--- src/rtl/i2c_tgt_pkg.sv ---
package i2c_tgt_pkg;
  localparam int BYTE_W = 8;

  typedef enum logic [2:0] {
    ST_IDLE,
    ST_ADDR,
    ST_ADDR_ACK,
    ST_REG,
    ST_REG_ACK,
    ST_TX,
    ST_TX_ACK
  } tgt_state_e;
endpackage

--- src/rtl/i2c_line_sync.sv ---
module i2c_line_sync #(
  parameter int WIDTH  = 2,
  parameter int STAGES = 2
) (
  input  logic             clk_i,
  input  logic             rst_ni,
  input  logic [WIDTH-1:0] d_i,
  output logic [WIDTH-1:0] q_o
);
  for (genvar g = 0; g < WIDTH; g++) begin : g_line
    logic [STAGES-1:0] pipe;
    // bus idles high, so reset to ones
    always_ff @(posedge clk_i or negedge rst_ni) begin
      if (!rst_ni) pipe <= '1;
      else         pipe <= {pipe[STAGES-2:0], d_i[g]};
    end
    assign q_o[g] = pipe[STAGES-1];
  end
endmodule

--- src/rtl/i2c_bus_events.sv ---
module i2c_bus_events (
  input  logic clk_i,
  input  logic rst_ni,
  input  logic scl_s_i,
  input  logic sda_s_i,
  output logic scl_rise_o,
  output logic scl_fall_o,
  output logic start_o,
  output logic stop_o
);
  logic scl_q, sda_q;

  always_ff @(posedge clk_i or negedge rst_ni) begin
    if (!rst_ni) begin
      scl_q <= 1'b1;
      sda_q <= 1'b1;
    end else begin
      scl_q <= scl_s_i;
      sda_q <= sda_s_i;
    end
  end

  assign scl_rise_o = scl_s_i & ~scl_q;
  assign scl_fall_o = ~scl_s_i & scl_q;
  assign start_o    = scl_s_i & scl_q & sda_q & ~sda_s_i;
  assign stop_o     = scl_s_i & scl_q & ~sda_q & sda_s_i;
endmodule

--- src/rtl/i2c_reg_target.sv ---
module i2c_reg_target
  import i2c_tgt_pkg::*;
#(
  parameter logic [6:0] DEV_ADDR    = 7'h2C,
  parameter logic [7:0] REG_LO      = 8'h02,
  parameter logic [7:0] REG_HI      = 8'h7F,
  parameter int         SYNC_STAGES = 2
) (
  input  logic              clk_i,
  input  logic              rst_ni,
  input  logic              scl_i,
  input  logic              sda_i,
  output logic              sda_oe_o,
  output logic              reg_rd_en_o,
  output logic [BYTE_W-1:0] reg_rd_addr_o,
  input  logic [BYTE_W-1:0] reg_rd_data_i
);
  localparam int                CNT_W    = $clog2(BYTE_W + 1);
  localparam logic [CNT_W-1:0]  CNT_FULL = CNT_W'(BYTE_W);
  localparam logic [CNT_W-1:0]  CNT_LAST = CNT_W'(BYTE_W - 1);

  logic [1:0] line_s;
  logic       scl_s, sda_s;
  logic       scl_rise, scl_fall, ev_start, ev_stop;

  i2c_line_sync #(.WIDTH(2), .STAGES(SYNC_STAGES)) i_sync (
    .clk_i (clk_i),
    .rst_ni(rst_ni),
    .d_i   ({scl_i, sda_i}),
    .q_o   (line_s)
  );
  assign scl_s = line_s[1];
  assign sda_s = line_s[0];

  i2c_bus_events i_events (
    .clk_i     (clk_i),
    .rst_ni    (rst_ni),
    .scl_s_i   (scl_s),
    .sda_s_i   (sda_s),
    .scl_rise_o(scl_rise),
    .scl_fall_o(scl_fall),
    .start_o   (ev_start),
    .stop_o    (ev_stop)
  );

  tgt_state_e        state;
  logic [CNT_W-1:0]  bit_cnt;
  logic [BYTE_W-1:0] rx_sh, tx_sh, ptr;
  logic              rd_dir, ctl_ack, load_pend;
  logic              addr_hit, reg_ok;

  assign addr_hit = (rx_sh[BYTE_W-1:1] == DEV_ADDR);
  assign reg_ok   = (rx_sh >= REG_LO) && (rx_sh <= REG_HI);

  always_ff @(posedge clk_i or negedge rst_ni) begin
    if (!rst_ni) begin
      state         <= ST_IDLE;
      bit_cnt       <= '0;
      rx_sh         <= '0;
      tx_sh         <= '0;
      ptr           <= '0;
      rd_dir        <= 1'b0;
      ctl_ack       <= 1'b0;
      load_pend     <= 1'b0;
      sda_oe_o      <= 1'b0;
      reg_rd_en_o   <= 1'b0;
      reg_rd_addr_o <= '0;
    end else begin
      reg_rd_en_o <= 1'b0;
      load_pend   <= reg_rd_en_o;
      if (load_pend) tx_sh <= reg_rd_data_i;

      if (ev_stop) begin
        state    <= ST_IDLE;
        sda_oe_o <= 1'b0;
      end else if (ev_start) begin
        state    <= ST_ADDR;
        bit_cnt  <= '0;
        sda_oe_o <= 1'b0;
      end else begin
        unique case (state)
          ST_IDLE: ;
          ST_ADDR, ST_REG: begin
            if (scl_rise && bit_cnt != CNT_FULL) begin
              rx_sh   <= {rx_sh[BYTE_W-2:0], sda_s};
              bit_cnt <= bit_cnt + 1'b1;
            end else if (scl_fall && bit_cnt == CNT_FULL) begin
              if (state == ST_ADDR) begin
                if (addr_hit) begin
                  sda_oe_o <= 1'b1;
                  rd_dir   <= rx_sh[0];
                  state    <= ST_ADDR_ACK;
                  if (rx_sh[0]) begin
                    reg_rd_en_o   <= 1'b1;
                    reg_rd_addr_o <= ptr;
                  end
                end else begin
                  state <= ST_IDLE;
                end
              end else if (reg_ok) begin
                ptr      <= rx_sh;
                sda_oe_o <= 1'b1;
                state    <= ST_REG_ACK;
              end else begin
                state <= ST_IDLE;
              end
            end
          end
          ST_ADDR_ACK: begin
            if (scl_fall) begin
              bit_cnt <= '0;
              if (rd_dir) begin
                sda_oe_o <= ~tx_sh[BYTE_W-1];
                state    <= ST_TX;
              end else begin
                sda_oe_o <= 1'b0;
                state    <= ST_REG;
              end
            end
          end
          ST_REG_ACK: begin
            // data bytes after the pointer are left unacknowledged
            if (scl_fall) begin
              sda_oe_o <= 1'b0;
              state    <= ST_IDLE;
            end
          end
          ST_TX: begin
            if (scl_fall) begin
              if (bit_cnt == CNT_LAST) begin
                sda_oe_o      <= 1'b0;
                ptr           <= ptr + 1'b1;
                reg_rd_en_o   <= 1'b1;
                reg_rd_addr_o <= ptr + 1'b1;
                state         <= ST_TX_ACK;
              end else begin
                tx_sh    <= {tx_sh[BYTE_W-2:0], 1'b0};
                sda_oe_o <= ~tx_sh[BYTE_W-2];
                bit_cnt  <= bit_cnt + 1'b1;
              end
            end
          end
          ST_TX_ACK: begin
            if (scl_rise) ctl_ack <= ~sda_s;
            if (scl_fall) begin
              if (ctl_ack) begin
                bit_cnt  <= '0;
                sda_oe_o <= ~tx_sh[BYTE_W-1];
                state    <= ST_TX;
              end else begin
                state <= ST_IDLE;
              end
            end
          end
          default: state <= ST_IDLE;
        endcase
      end
    end
  end

  assert_oe_scl_low_R8: assert property (@(posedge clk_i) disable iff (!rst_ni)
    !$stable(sda_oe_o) |-> !$past(scl_s));

  assert_start_addr_R1: assert property (@(posedge clk_i) disable iff (!rst_ni)
    (ev_start && !ev_stop) |=> (state == ST_ADDR && bit_cnt == '0));

  assert_stop_idle_R1: assert property (@(posedge clk_i) disable iff (!rst_ni)
    ev_stop |=> (state == ST_IDLE && !sda_oe_o));

  assert_rd_pulse_R9: assert property (@(posedge clk_i) disable iff (!rst_ni)
    reg_rd_en_o |=> !reg_rd_en_o);

  assert_ptr_step_R6: assert property (@(posedge clk_i) disable iff (!rst_ni)
    (reg_rd_en_o && $past(state) == ST_TX) |-> reg_rd_addr_o == $past(reg_rd_addr_o) + 1'b1);

  assert_ptr_window_R3: assert property (@(posedge clk_i) disable iff (!rst_ni)
    (state == ST_REG_ACK) |-> (ptr >= REG_LO && ptr <= REG_HI));
endmodule

--- config.mk ---
export PLATFORM = sky130hd
export DESIGN_NAME = i2c_reg_target
export DESIGN_NICKNAME = d
export VERILOG_FILES = /design/src/rtl/i2c_tgt_pkg.sv /design/src/rtl/i2c_line_sync.sv /design/src/rtl/i2c_bus_events.sv /design/src/rtl/i2c_reg_target.sv
export SDC_FILE = /design/constraint.sdc
export NUM_CORES = 1
export LEC_CHECK = 0
export BUFFER_PORTS_ARGS = -buffer_cell sky130_fd_sc_hd__clkbuf_2
export CAP_MARGIN = 0
export CORE_MARGIN = 5
export CORE_UTILIZATION = 45
export DETAILED_ROUTE_END_ITERATION = 8
export PLACE_DENSITY = 0.69
export RECOVER_POWER = 100
export SLEW_MARGIN = 20
export SYNTH_ARGS = -nofsm -noshare
export SYNTH_HDL_FRONTEND = slang
export SYNTH_SLANG_ARGS = --single-unit
--- constraint.sdc ---
create_clock -name clk_i -period 2.4 [get_ports clk_i]
set_clock_uncertainty 0.05 [all_clocks]
set_input_delay 0.24 -clock clk_i [delete_from_list [all_inputs] [get_ports clk_i]]
set_output_delay 0.24 -clock clk_i [all_outputs]
set_load 0.1 [all_outputs]
**After elaboration in Yosys (flattened, before gate mapping)**

Cells that the tools add are included.

- Register bits after elaboration: 50
- Input port bits: 12
- Output and inout port bits: 10
- Logic and storage cells: 154

- $add $sub $neg: 2
- $lt $le $gt $ge: 2
- Equality and inequality tests: 36
- Muxes and demuxes: 67
- Bitwise logic cells: 16
- Reduce and logical (&&, ||, !) cells: 16

Operators by type and width:

| kind | number |
|---|---|
| two-way mux 8 bit | 17 |
| two-way mux 3 bit | 13 |
| != test 4 bit (second input constant) | 9 |
| case mux 8 bit (2 select lines) | 2 |
| two-way mux 4 bit | 7 |
| two-way mux 1 bit | 23 |
| != test 3 bit (second input constant) | 7 |
| AND reduction 10 bit | 2 |
| != test 2 bit (second input constant) | 9 |
| case mux 3 bit (6 select lines) | 1 |
| case mux 4 bit (4 select lines) | 1 |
| AND reduction 8 bit | 2 |
| != test 5 bit (second input constant) | 2 |
| equality test 3 bit (second input constant) | 3 |
| NOT 1 bit | 9 |
| AND reduction 9 bit | 1 |
| adder 8 x 1 -> 8 bit (second input constant) | 1 |
| greater-or-equal comparator 8 x 2 -> 1 bit (second input constant) | 1 |
| <= comparator 8 x 7 -> 1 bit (second input constant) | 1 |
| AND reduction 4 bit | 2 |
| bitwise AND 1 bit | 7 |
| equality test 7 x 6 -> 1 bit (second input constant) | 1 |
| AND reduction 7 bit | 1 |
| nonzero test 7 bit | 1 |
| other kinds (13) | 16 |

**Longest topological paths before layout**

- Depth after elaboration: 9
- Mapped depth: 9

**By module**

From an unflattened synthesis, not the netlist that was laid out.

- Cell total of the unflattened synthesis: 264
- Area, all modules: 2688.8 sq um

Modules (own cells, without submodules):

| module | times used | cells each | area an instance (sq um) | seq. area each (sq um) |
|---|---|---|---|---|
| i2c_reg_target | 1 | 252 | 2483.6 | 1101.1 |
| i2c_line_sync | 1 | 6 | 120.1 | 105.1 |
| i2c_bus_events | 1 | 6 | 85.1 | 52.6 |

**Least setup slack after synthesis**

No wires, ideal clock.

- Path kind: register to register
- Start: reg bit_cnt[0]
- End: reg reg_rd_addr_o[0]
- Setup time: 0.125 ns
- Arrival time: 1.823 ns
- Required time: 2.225 ns
- Slack: 0.402 ns
- Stages on the path, launching flop included: 8
- Clock period less this slack: 1.998 ns
- Path through: dfrtp_1 inv_1 ha_1 nand3b_1 nor3_1 o211a_1 a21boi_2 mux2_2

- Longest elaborated chain between the ends: 4
- Elaborated cells on any way between the ends: 9

Ends and longest elaborated chain:

| what | RTL line | source |
|---|---|---|
| start, declared | i2c_reg_target.sv:47 | `logic [CNT_W-1:0] bit_cnt;` |
| start signal, assigned | i2c_reg_target.sv:86 | `bit_cnt <= bit_cnt + 1'b1;` |
| start signal, assigned | i2c_reg_target.sv:139 | `bit_cnt <= bit_cnt + 1'b1;` |
| equality test 4 bit / != test 4 bit (equally long branches) | i2c_reg_target.sv:87, i2c_reg_target.sv:84 |  |
| logical AND 1 bit, on equally long branches | i2c_reg_target.sv:87, i2c_reg_target.sv:84 |  |
| != test 2 bit (no line) | - |  |
| AND reduction 10 bit (no line) * | - |  |
| end signal, assigned | i2c_reg_target.sv:95 | `reg_rd_addr_o <= ptr;` |
| end signal, assigned | i2c_reg_target.sv:134 | `reg_rd_addr_o <= ptr + 1'b1;` |
| end, declared | i2c_reg_target.sv:15 | `output logic [BYTE_W-1:0] reg_rd_addr_o,` |

Every way passes the cells marked *; elsewhere a longest branch is shown, timed or not.
A chain may end at the register's enable or synchronous reset.

**Worst setup path in the final report**

- Start: reg state[1]
- End: reg bit_cnt[3]

- Longest elaborated chain between the ends: 4
- Elaborated cells on any way between the ends: 16

Ends and longest elaborated chain:

| what | RTL line | source |
|---|---|---|
| start, declared | i2c_reg_target.sv:46 | `tgt_state_e state;` |
| start signal, assigned | i2c_reg_target.sv:57 | `state <= ST_IDLE;` |
| start signal, assigned | i2c_reg_target.sv:74 | `state <= ST_IDLE;` |
| start signal, assigned | i2c_reg_target.sv:77 | `state <= ST_ADDR;` |
| equality test 3 x 1 -> 1 bit / equality test 3 x 2 -> 1 bit (equally long branches) | i2c_reg_target.sv:81 | `unique case (state)` |
| OR reduction 2 bit | i2c_reg_target.sv:81 |  |
| != test 3 bit (no line), or another cell as far along | - |  |
| AND reduction 8 bit (no line) / two-way mux 4 bit (equally long branches) | - |  |

Several ways; a longest one is shown, not always the timed one.

==> results.md <==
- **status** complete, no violations
- **CP Capture Type** flop
- **portion of the post-synthesis area used by sequential elements** 47.4%
- **remaining max-slew budget at the tightest pin** 22.6%
- **number of DRC markers after the initial detailed-route iteration** 140
- **Slowest-stage cell, CP** sky130_fd_sc_hd__dfrtp_1
- **leading register cell type out of synthesis** sky130_fd_sc_hd__dfrtp_1
- **TritonCTS clock tree** yes
- **quantity of I/O buffers inserted on ports** 21
- **Nets** 303
- **Synth Area in Simple Gates** 17.0%
- **floorplan core area** 5820 um2
- **overall fraction of global-route tracks in use** 16.3%
- **Finish-stage setup viols** 0
- **vias after detailed routing** 2100
- **wire per inst** 15.3 um
- **drt via density** 5.77
- **final wirelength** 5.58 mm
- **starting utilization of the core area** 45.7%
- **achievable frequency** 0.457 GHz
- **placed wire-length estimate after detailed placement** 4.05 mm
- **cell count after placement** 353
- **number of max-slew violations in the final report** 0
- **share of post-route cells with drive strength above 1** 16.3%
- **IO Count** 22
- **Rows** 28
- **gate count after technology mapping** 265
- **adder-cell area share of the yosys netlist** 1.41%
- **largest fanout of any net on the critical path** 13
- **clock-pin slew of the registers on the worst-case setup and hold paths** 0.10 ns
- **Synth Area in XOR/XNOR** 2.31%
- **final critical path time including I/O delays and setup** 2.19 ns
- **sequence of cells on the critical path** nor2b_1 > a22o_1 > a221o_1 > or4_1 > a21oi_1
- **CP max stage delay** 0.54 ns
- **post-route ant nets** 0
- **CP delay by family, top** simple AND/OR/NAND/NOR gates
- **number of register bits inferred by synthesis** 50
- **total inserted antenna cells** 0
- **H-tree levels** 2
- **Die W** 86.8 um
- **number of buffers and inverters on the critical path** 0
- **unrepaired setup endpoints after global routing** false
- **buffers inserted during post-CTS setup optimization** 0
- **final hold violations** 0
- **worst-margin pin slew** 1.17 ns
- **vertical die dimension** 86.8 um
- **synth-to-layout area growth** 10.5%
- **final cycle utilization of the critical path** 91.3%
- **critical path class** flop to flop
- **syn nets** 280
- **number of distinct library cell variants in the gate-level netlist after synthesis** 51
- **number of antenna violations at the first check in global routing** 0
- **synth warn** 0
- **count of non-filler cells in the finished layout** 364
- **type of the most critical hold path** input pin to flop
- **clock buffers created by TritonCTS** 5
- **Max Root-Sink Buffers** 2
- **multiplexer share of the synthesized area** 10.6%
- **power density over cell area** 1000 nW/um2
- **sink count of the clock tree** 50
- **via count of the first global-routing pass** 2061
- **data arrival time at the worst-slack endpoint** 2.37 ns
- **startpoint type of the worst setup path** flop
- **area enclosed by the die boundary** 7540 um2
- **mean cell area of the mapped netlist** 10.0 um2
- **LEAKAGE** 1.24 nW
- **later-pin clock latency in the skew report** 0.31 ns
- **grt total ovfl** 0
- **Synth Area in Compound Gates** 17.7%
- **maximum capacitance violations** 0
- **EDFF count, synth** 0
- **required time of the worst setup path** 2.58 ns
- **number of iterations in the first detailed-routing pass** 4
- **pin count of the biggest net entering global routing** 33
- **Root Buffer Master** sky130_fd_sc_hd__clkbuf_8
- **dominant combinational cell family by area after synthesis** compound AO/OA/AOI/OAI gates
- **number of fillers in the final layout** 554
- **post-route setup TNS** 0 ns
- **DRC violations left** 0
- **wire length of the first global-routing pass** 9.95 mm
- **weighted congestion at the end of routability-driven global placement** 0.861
- **Async S/R FF share, synth** 100%
- **IR drop worst, VDD** 0.000563 V
- **synthesized area** 2660 um2
stage by stage:
step                util [%]  area, um2  hold slack, ns  power (mW)  setup WS [ns]
detailed placement      48.7       2830           0.175        2.45          0.118
global route            50.5       2940           0.200        3.18         0.0805
floorplan                  -       2660          -0.106        2.19          0.402
finish                  50.5       2940           0.184        2.94          0.210
CTS                     50.7       2950           0.185        2.95          0.101
global placement        48.7       2830           0.169        2.43          0.192
final cells by class:
| type | count | area [um2] | share of cell area (%) |
|---|---|---|---|
| multi-input cells | 194 | 1310 | 44.5 |
| flip-flops and latches | 50 | 1260 | 42.9 |
| repair buffers | 31 | 166 | 5.67 |
| well taps | 75 | 93.8 | 3.20 |
| clock buffers | 6 | 72.6 | 2.47 |
| inverters | 6 | 22.5 | 0.767 |
| clock inverters | 2 | 13.8 | 0.469 |
sequential cells by signal (all words and copies together) (netlist names):
name and cells:
ptr 8, reg_rd_addr_o 8, rx_sh 8, tx_sh 8, bit_cnt 4, i_sync.g_line.pipe 4, state 3, ctl_ack 1
i_events.scl_q 1, i_events.sda_q 1, load_pend 1, rd_dir 1, reg_rd_en_o 1, sda_oe_o 1
what timing repair did:
action / CTS / global route
hold buffers: 3 / 0
setup endpoints to repair: 0 / 6
endpoints found under the hold margin: 14 / 0
gates resized for setup: 0 / 1
placed cells by master (no fill, tap or decap), types with 10 or more instances in the layout:
cell type,Yosys,routed
sky130_fd_sc_hd__a21oi_1,23,23
sky130_fd_sc_hd__a31oi_1,10,10
sky130_fd_sc_hd__clkbuf_1,10,14
sky130_fd_sc_hd__clkbuf_2,0,10
sky130_fd_sc_hd__dfrtp_1,44,44
sky130_fd_sc_hd__mux2_2,16,16
sky130_fd_sc_hd__mux2i_1,10,10
sky130_fd_sc_hd__nand2_1,19,19
sky130_fd_sc_hd__nor2_1,16,16
sky130_fd_sc_hd__o21ai_0,14,14
layer usage:
layer	global-route usage [%]	routed length, um	vias up
met5	0	0	-
met4	4.11	48	0
met3	2.95	278	5
met2	25.3	2660	55
met1	23.7	2590	1020
li1	-	-	1020
worst reg2reg max path: cells and delay by family (launching register included):
kind / cells / cell delay (ns)
AOI/OAI and AO/OA: 3 / 0.75
and+or+nand+nor: 2 / 0.79
DFF: 1 / 0.54
logic make-up after synthesis:
family,after synthesis
simple gates,85
compound gates,73
flops,50
mux,26
buf+inv,21
xor+xnor,7
fa+ha+maj,3
where the power goes:
| group | switching (mW) | internal [mW] | leakage [nW] |
|---|---|---|---|
| logic | 0.629 | 0.460 | 0.578 |
| registers | 0.299 | 1.06 | 0.618 |
| clock network | 0.282 | 0.206 | 0.0452 |
| total | 1.21 | 1.73 | 1.24 |
synthesized netlist by cell type (2+ instances only):
cell | count | area (um2)
sky130_fd_sc_hd__nand2_1 | 19 | 71.3
sky130_fd_sc_hd__or4_1 | 2 | 15.0
sky130_fd_sc_hd__dfstp_2 | 6 | 158
sky130_fd_sc_hd__o21ai_0 | 14 | 70.1
sky130_fd_sc_hd__o31ai_1 | 4 | 30.0
sky130_fd_sc_hd__nor2b_1 | 5 | 31.3
sky130_fd_sc_hd__a21oi_1 | 23 | 115
sky130_fd_sc_hd__nand4_1 | 3 | 18.8
sky130_fd_sc_hd__nand3_1 | 8 | 40.0
sky130_fd_sc_hd__mux2_2 | 16 | 180
sky130_fd_sc_hd__o32ai_1 | 2 | 17.5
sky130_fd_sc_hd__xnor2_1 | 3 | 26.3
sky130_fd_sc_hd__nor3_1 | 8 | 40.0
sky130_fd_sc_hd__nand3b_1 | 5 | 37.5
sky130_fd_sc_hd__nand2b_1 | 5 | 31.3
sky130_fd_sc_hd__xor2_1 | 4 | 35.0
sky130_fd_sc_hd__dfrtp_1 | 44 | 1100
sky130_fd_sc_hd__o2bb2ai_1 | 3 | 26.3
sky130_fd_sc_hd__buf_2 | 3 | 15.0
sky130_fd_sc_hd__nor2_1 | 16 | 60.1
sky130_fd_sc_hd__buf_6 | 2 | 22.5
sky130_fd_sc_hd__mux2i_1 | 10 | 100
sky130_fd_sc_hd__and3_1 | 3 | 18.8
sky130_fd_sc_hd__inv_1 | 6 | 22.5
sky130_fd_sc_hd__clkbuf_1 | 10 | 37.5
sky130_fd_sc_hd__a31oi_1 | 10 | 62.6
sky130_fd_sc_hd__or3_1 | 3 | 18.8
sky130_fd_sc_hd__o211a_1 | 2 | 20.0
sky130_fd_sc_hd__ha_1 | 3 | 37.5
sky130_fd_sc_hd__a211oi_1 | 2 | 15.0
worst paths after layout:
check                                         start                  endpoint  slack, ns  depth (start not counted)
setup / recovery                           state[1]                bit_cnt[3]       0.21                          5
hold / removal                     reg_rd_data_i[0]                  tx_sh[0]       0.18                          3
setup reg to reg                           state[1]                bit_cnt[3]       0.21                          5
hold reg to reg            i_sync.g_line[1].pipe[0]  i_sync.g_line[1].pipe[1]       0.31                          0
max in group asynchronous                    rst_ni                  tx_sh[0]       0.76                          3
min in group asynchronous                    rst_ni                  rx_sh[0]       0.58                          2
Note: power is estimated with default switching activity, not from simulation.
